--- src/rtl/arb_pkg.sv ---
package arb_pkg;

  // Outcome of one arbitration decision.
  typedef enum logic [1:0] {
    DEC_HOLD     = 2'd0,  // keep the current grant vector
    DEC_FIRST    = 2'd1,  // no grant active: give the bus to the winner
    DEC_HANDOVER = 2'd2   // bus idle: pass the bus to the winner
  } arb_dec_e;

endpackage

--- src/rtl/arb_rr_pick.sv ---
// Circular search: offsets 1..NUM from the base index; the smallest
// offset with a request wins. Offset NUM is the base itself.
module arb_rr_pick #(
  parameter int NUM   = 4,
  localparam int IDX_W = (NUM > 1) ? $clog2(NUM) : 1
) (
  input  logic [NUM-1:0]   req,
  input  logic [IDX_W-1:0] base,
  output logic             valid,
  output logic [IDX_W-1:0] idx
);

  localparam int SUM_W = IDX_W + 1;

  logic [SUM_W-1:0] pos [NUM];

  // Wrapped position for each offset.
  for (genvar k = 0; k < NUM; k++) begin : g_pos
    logic [SUM_W-1:0] raw;
    assign raw    = {1'b0, base} + SUM_W'(k + 1);
    assign pos[k] = (raw >= SUM_W'(NUM)) ? raw - SUM_W'(NUM) : raw;
  end

  always_comb begin
    valid = 1'b0;
    idx   = '0;
    for (int k = NUM - 1; k >= 0; k--) begin
      if (req[pos[k][IDX_W-1:0]]) begin
        valid = 1'b1;
        idx   = pos[k][IDX_W-1:0];
      end
    end
  end

endmodule

--- src/rtl/arb_decide.sv ---
// Combinational decision: which requests are eligible and whether the
// grant may change at the coming edge.
module arb_decide
  import arb_pkg::*;
#(
  parameter int NUM = 4
) (
  input  logic [NUM-1:0] req,
  input  logic [NUM-1:0] gnt_q,
  input  logic           busy,
  input  logic           used_q,
  input  logic           pick_valid,
  output logic [NUM-1:0] eligible,
  output arb_dec_e       dec
);

  logic gnt_act;
  logic owner_req;

  assign gnt_act   = |gnt_q;
  assign owner_req = |(req & gnt_q);
  // With an owner, only the other masters compete.
  assign eligible  = gnt_act ? (req & ~gnt_q) : req;

  always_comb begin
    dec = DEC_HOLD;
    if (!gnt_act) begin
      if (pick_valid) dec = DEC_FIRST;
    end else if (!busy && pick_valid && (!owner_req || used_q)) begin
      dec = DEC_HANDOVER;
    end
  end

endmodule

--- src/rtl/arb_state.sv ---
// Grant, last-owner pointer and used flag registers.
module arb_state
  import arb_pkg::*;
#(
  parameter int NUM   = 4,
  localparam int IDX_W = (NUM > 1) ? $clog2(NUM) : 1
) (
  input  logic             clk,
  input  logic             rst,
  input  arb_dec_e         dec,
  input  logic [IDX_W-1:0] win_idx,
  input  logic             busy,
  output logic [NUM-1:0]   gnt_q,
  output logic [IDX_W-1:0] last_q,
  output logic             used_q
);

  logic [NUM-1:0] win_onehot;

  for (genvar i = 0; i < NUM; i++) begin : g_oh
    assign win_onehot[i] = (win_idx == IDX_W'(i));
  end

  always_ff @(posedge clk) begin
    if (rst) begin
      gnt_q  <= '0;
      last_q <= IDX_W'(NUM - 1);
      used_q <= 1'b0;
    end else begin
      case (dec)
        DEC_FIRST, DEC_HANDOVER: begin
          gnt_q  <= win_onehot;
          last_q <= win_idx;
          used_q <= 1'b0;
        end
        default: begin
          used_q <= used_q | ((|gnt_q) & busy);
        end
      endcase
    end
  end

endmodule

--- src/rtl/bus_arbiter.sv ---
module bus_arbiter
  import arb_pkg::*;
#(
  parameter int NUM_MASTERS = 4
) (
  input  logic                   clk,
  input  logic                   rst,
  input  logic [NUM_MASTERS-1:0] req_i,
  input  logic                   busy_i,
  output logic [NUM_MASTERS-1:0] gnt_o
);

  localparam int IDX_W = (NUM_MASTERS > 1) ? $clog2(NUM_MASTERS) : 1;

  logic [NUM_MASTERS-1:0] gnt_q;
  logic [NUM_MASTERS-1:0] eligible;
  logic [IDX_W-1:0]       last_q;
  logic [IDX_W-1:0]       win_idx;
  logic                   win_valid;
  logic                   used_q;
  arb_dec_e               dec;

  arb_rr_pick #(.NUM(NUM_MASTERS)) u_pick (
    .req   (eligible),
    .base  (last_q),
    .valid (win_valid),
    .idx   (win_idx)
  );

  arb_decide #(.NUM(NUM_MASTERS)) u_decide (
    .req        (req_i),
    .gnt_q      (gnt_q),
    .busy       (busy_i),
    .used_q     (used_q),
    .pick_valid (win_valid),
    .eligible   (eligible),
    .dec        (dec)
  );

  arb_state #(.NUM(NUM_MASTERS)) u_state (
    .clk     (clk),
    .rst     (rst),
    .dec     (dec),
    .win_idx (win_idx),
    .busy    (busy_i),
    .gnt_q   (gnt_q),
    .last_q  (last_q),
    .used_q  (used_q)
  );

  assign gnt_o = gnt_q;

endmodule

--- config.mk ---
export PLATFORM = sky130hd
export DESIGN_NAME = bus_arbiter
export DESIGN_NICKNAME = d
export VERILOG_FILES = /design/src/rtl/arb_pkg.sv /design/src/rtl/arb_rr_pick.sv /design/src/rtl/arb_decide.sv /design/src/rtl/arb_state.sv /design/src/rtl/bus_arbiter.sv
export SDC_FILE = /design/constraint.sdc
export NUM_CORES = 1
export LEC_CHECK = 0
export BUFFER_PORTS_ARGS = -buffer_cell sky130_fd_sc_hd__buf_2
export CAP_MARGIN = 20
export CORE_AREA = 2 2 39 41
export CTS_CLUSTER_SIZE = 25
export DETAILED_ROUTE_END_ITERATION = 16
export DIE_AREA = 0 0 41 43
export PLACE_DENSITY = 0.61
export SLEW_MARGIN = 20
export SYNTH_ARGS = -nofsm -noshare
export SYNTH_HDL_FRONTEND = slang
export SYNTH_SLANG_ARGS = --single-unit
--- constraint.sdc ---
create_clock -name clk -period 1.97 [get_ports clk]
set_input_delay 0.0985 -clock clk [delete_from_list [all_inputs] [get_ports clk]]
set_output_delay 0.0985 -clock clk [all_outputs]
set_load 0.005 [all_outputs]
* Word level (Yosys, flattened, before mapping)
Cells that the tools add are included.
** Word-level totals
- Register bits :: 7
- Output and inout bits :: 4
- Word-level logic and storage cells :: 63
** Operators by class
- Add/subtract/negate cells :: 8
- Order comparisons :: 8
- Equality and inequality tests :: 5
- Muxes and demuxes :: 24
- Bitwise logic cells :: 5
- Reductions and logical operators :: 10
** Operators by type and width (number)
- two-way mux 2 bit :: 10
- >= comparator 3 bit, second input constant :: 4
- less-than comparator 2 x 3 -> 1 bit, second input constant :: 4
- two-way mux 1 bit :: 9
- AND 4 bit :: 2
- binary-select mux 1 bit (select 2 bit) :: 4
- OR reduction 4 bit :: 2
- subtractor 2 x 1 -> 2 bit, second input constant :: 4
- adder 2 x 2 -> 3 bit, second input constant :: 2
- == test 2 bit, second input constant :: 3
- == test 2 x 1 -> 1 bit, second input constant :: 2
- two-way mux 4 bit :: 1
- inverter 4 bit :: 1
- adder 2 x 1 -> 3 bit, second input constant :: 1
- adder 2 x 3 -> 3 bit, second input constant :: 1
- OR reduction 3 bit :: 1
- logical AND 1 bit :: 2
- zero test 1 bit :: 2
- zero test 2 bit :: 1
- OR reduction 2 bit :: 1
- AND 1 bit :: 1
- logical OR 1 bit :: 1
- bitwise OR 1 bit :: 1

* Depth between registers and ports, before layout
- Word-level depth :: 15
- Gate-level depth with buffers :: 5

* Cells and area by module
Synthesis repeated with hierarchy kept, for this count alone.
** Second synthesis, totals
- Cell total of the unflattened synthesis :: 57
- Area, all modules :: 488.0 um^2
** Modules (own cells, without submodules)
- arb_state :: times used 1, cells an instance 33, area each 310.3 um^2, sequential area each 140.1 um^2
- arb_rr_pick :: times used 1, cells an instance 14, area each 91.3 um^2, sequential area each 0.0 um^2
- arb_decide :: times used 1, cells an instance 10, area each 86.3 um^2, sequential area each 0.0 um^2

* Worst setup path after synthesis
Ideal clock, no wire load.
- Path type :: reg2reg
- Start point :: register u_state.gnt_q[1]
- End point :: register u_state.gnt_q[0]
- Setup time :: 0.117 ns
- Arrival :: 1.457 ns
- Required time :: 1.853 ns
- Path slack :: 0.396 ns
- Cell stages (with the launch flop) :: 6
- Path buffers :: 1
- Period minus slack after synthesis :: 1.574 ns
- Cell sequence :: dfxtp_1 -> o41ai_4 -> o41ai_2 -> or2_1 -> buf_6 -> a32o_1
** Between the ends
- Longest elaborated chain between the ends :: 15
** RTL lines
- start, declared :: line arb_state.sv:13 : output logic [NUM-1:0] gnt_q,
- start signal, assigned :: line arb_state.sv:32 : gnt_q <= win_onehot;
- inverter 4 bit :: line arb_decide.sv:23 : assign eligible = gnt_act ? (req & ~gnt_q) : req;
- AND 4 bit :: line arb_decide.sv:23
- two-way mux 4 bit :: line arb_decide.sv:23
- binary-select mux 1 bit (select 2 bit) :: line arb_rr_pick.sv:28 : if (req[pos[k][IDX_W-1:0]]) begin
- two-way mux 1 bit (implied by the code) :: line arb_rr_pick.sv:28
- two-way mux 1 bit (4 in a row) :: line arb_rr_pick.sv:28
- logical AND 1 bit (2 in a row) :: line arb_decide.sv:29 : end else if (!busy && pick_valid && (!owner_req || used_q)) begin
- two-way mux 2 bit :: line arb_decide.sv:29
- two-way mux 2 bit :: line arb_decide.sv:27 : if (!gnt_act) begin
- == test 2 x 1 -> 1 bit or == test 2 bit (tied branches) :: line arb_state.sv:30 : case (dec)
- OR reduction 2 bit
Parallel ways exist; a longest one is shown, timed or not. The select of a mux whose other input is x is not followed.
A chain may end at the register's enable or synchronous reset.

* Worst setup path after layout
- Start point :: register u_state.gnt_q[0]
- End point :: register u_state.gnt_q[1]
Same word-level chain as after synthesis.

==> metrics.csv <==
metric,value,unit
cell family with most CP delay,compound AO/OA/AOI/OAI gates,
post-CTS sizing,0,
Routed WL per cell,13.8,um
Place WS,0.267,ns
CTS buffer count,3,
DR DRC count,0,
Initial Util,34.6,%
sw frac,42.8,%
# setup viols final,0,
multi-input logic area,324,um^2
Post-Syn Area per Cell,9.58,um^2
WHS Path Cells,3,
DRT iter0 DRCs,6,
Via density,5.57,
Routed WL,1090,um
Root Buffer,clkbuf_4,
CP Launch Type,flop,
largest net degree at the start of global routing,9,
Reg2Reg Setup Slack,0.28,ns
Routed Antenna Nets,0,
Seq pwr share,34.3,%
share of cells above drive strength 1,27.0,%
nets@finish,71,
global placer's final weighted congestion,0.716,
Pint,0.494,mW
Filler cells,144,
die height,43,um
r2r worst-path depth,4,
register area,140,um^2
HP Start,busy_i,
Tmin final,1.69,ns
"Cell Area, Synth",479,um^2
Setup TNS,0,ns
combinational share of power,50.2,%
total grt overflow,0,
R2R Path Start,u_state.gnt_q[0],
CTS Hold Bufs,0,
Final Hold Fails,0,
layout overhead on the synthesized area,17.8,%
final period utilization,85.6,%
Clock Skew,0.00883,ns
crit end category,flop,
Core Box Area,1380,um^2
max cap viols,0,
setup ws final,0.283,ns
DR pass1 iterations,3,
Detail Placement HPWL,852,um
Clock Latency Late Sink,0.26,ns
Critical R2R Capture,u_state.gnt_q[1],
critical path type,reg -> reg,
synthesized net count,57,
Rows,14,
post-synthesis register bit count,7,
CP Max Fanout,6,
maximum clock rate,593,MHz
cells along the critical path,"nor2b_1, o32ai_1, a2111o_1, a32o_1",
# clock sinks,7,
CP max-delay cell,a2111o_1,
static leakage,0.216,nW
total number of vias,440,
VDD IR max,632,uV
Power Density,1530,nW/um^2
area share of the largest cell type after synthesis,29.2,%
Worst path max stage delay,0.44,ns
Worst Max-Slew Pin Slew,0.472,ns
I/O Buffers,10,
unrepaired setup endpoints after global routing,false,
Mapped Cells,50,
vias in the first global route,389,
clk slew on worst S/H paths,0.06,ns
status,"finished, final reports clean",
deepest clock path buffer count,2,
Max-slew headroom,68.3,%
largest area contributor in the netlist,dfxtp_1,
CTS tree,done,
DP Cell Count,75,
global-route usage over all layers,15.2,%
sequential share of the synthesized area,29.2,%
I/O pin count,11,
H-tree levels,1,
chip width,41,um
fin. max-slew vios,0,
DIE AREA,1760,um^2
CP required,2.12,ns
initial antenna violation count,0,
Ys Warns,0,
clock network power share,15.5,%
Cell variety after synth,25,
first-pass GRT wire length,1700,um
Hold Path End,u_state.used_q,
WP buf/inv,0,
fin cells,79,
WP data arrival,1.84,ns
"top cells by area, synth","dfxtp_1 (29%), nor2b_1 (10%), a32o_1 (8.4%), o41ai_4 (5.7%), nand2b_1 (5.2%)",
ant diodes,0,
post-CTS setup buffer count,0,
Psw,0.369,mW
Hold Path Class,in -> reg,
state kept, by name (all words and copies together), names as in the netlist:
| name | flops |
|---|---|
| u_state.gnt_q | 4 |
| u_state.last_q | 2 |
| u_state.used_q | 1 |
cell usage after synthesis (all sizes together):
| cell type | number |
|---|---|
| nor2b | 8 |
| dfxtp | 7 |
| a32o | 4 |
| nand2b | 4 |
| nor2 | 3 |
| a211oi | 2 |
| a22oi | 2 |
| nor3 | 2 |
| o211ai | 2 |
| o21ai | 2 |
| o41ai | 2 |
| a2111o | 1 |
| a2111oi | 1 |
| a21oi | 1 |
| a311o | 1 |
| a311oi | 1 |
| buf | 1 |
| inv | 1 |
| nand3 | 1 |
| nand3b | 1 |
| nor4 | 1 |
| o32ai | 1 |
| or2 | 1 |
routing by layer:
metal	vias up	part of all wire [%]	track usage [%]
li1	230	-	-
met1	199	43	15.5
met4	0	2.7	8.00
met2	6	51	23.8
met3	5	2.7	7.85
met5	-	0	0
stage by stage:
stage                     hold WS, ns  power, mW  util [%]  cell area, um^2
final                           0.113      0.863      40.8              564
after CTS                       0.106      0.872      40.8              564
after global placement          0.379      0.739      38.9              538
after floorplan                 0.168      0.658         -              479
after global routing            0.104      0.940      40.8              564
after detailed placement        0.379      0.736      38.9              538
cell families (layout without fill, tap and decap cells):
group / after synthesis / in the layout / synth area share [%]
simple gates: 21 / 21 / 26.4
buf+inv: 2 / 15 / 3.13
flops: 7 / 7 / 29.2
compound gates: 20 / 20 / 41.3
placed cells by master, fill, tap and decap left out, types with 2 or more instances in the layout:
cell	count
o21ai_0	2
buf_2	10
a211oi_1	2
clkbuf_4	3
nor2b_1	8
dfxtp_1	7
a32o_1	4
a22oi_1	2
nor2_1	3
nand2b_1	4
o211ai_1	2
layout make-up:
class | count | area share [%]
multi-input cells | 41 | 57.4
flip-flops and latches | 7 | 24.8
repair buffers | 10 | 8.87
clock buffers | 4 | 4.66
well taps | 16 | 3.55
inverters | 1 | 0.665
worst max-delay path by stage:
| stage | startpoint | end | slack, ns | cells past startpoint |
|---|---|---|---|---|
| after floorplan | u_state.gnt_q[1] | u_state.gnt_q[0] | 0.40 | 5 |
| after global placement | u_state.gnt_q[0] | u_state.gnt_q[1] | 0.25 | 4 |
| after detailed placement | u_state.gnt_q[0] | u_state.gnt_q[1] | 0.27 | 4 |
| after CTS | u_state.gnt_q[0] | u_state.gnt_q[2] | 0.25 | 4 |
| after global routing | u_state.gnt_q[0] | u_state.gnt_q[2] | 0.13 | 4 |
| final | u_state.gnt_q[0] | u_state.gnt_q[1] | 0.28 | 4 |
power groups by stage:
stage | clock network (mW) | registers, mW | logic (mW)
floorplan | 0 | 0.281 | 0.377
global placement | 0 | 0.299 | 0.441
detailed placement | 0 | 0.298 | 0.438
CTS | 0.139 | 0.295 | 0.438
global route | 0.152 | 0.305 | 0.483
finish | 0.133 | 0.296 | 0.433
worst min-delay path: cells and delay by family:
kind	cells	cell delay, ns
buffers and inverters	1	0.11
AOI/OAI and AO/OA	2	0.10
No activity file was read; power rests on OpenSTA's default activity.
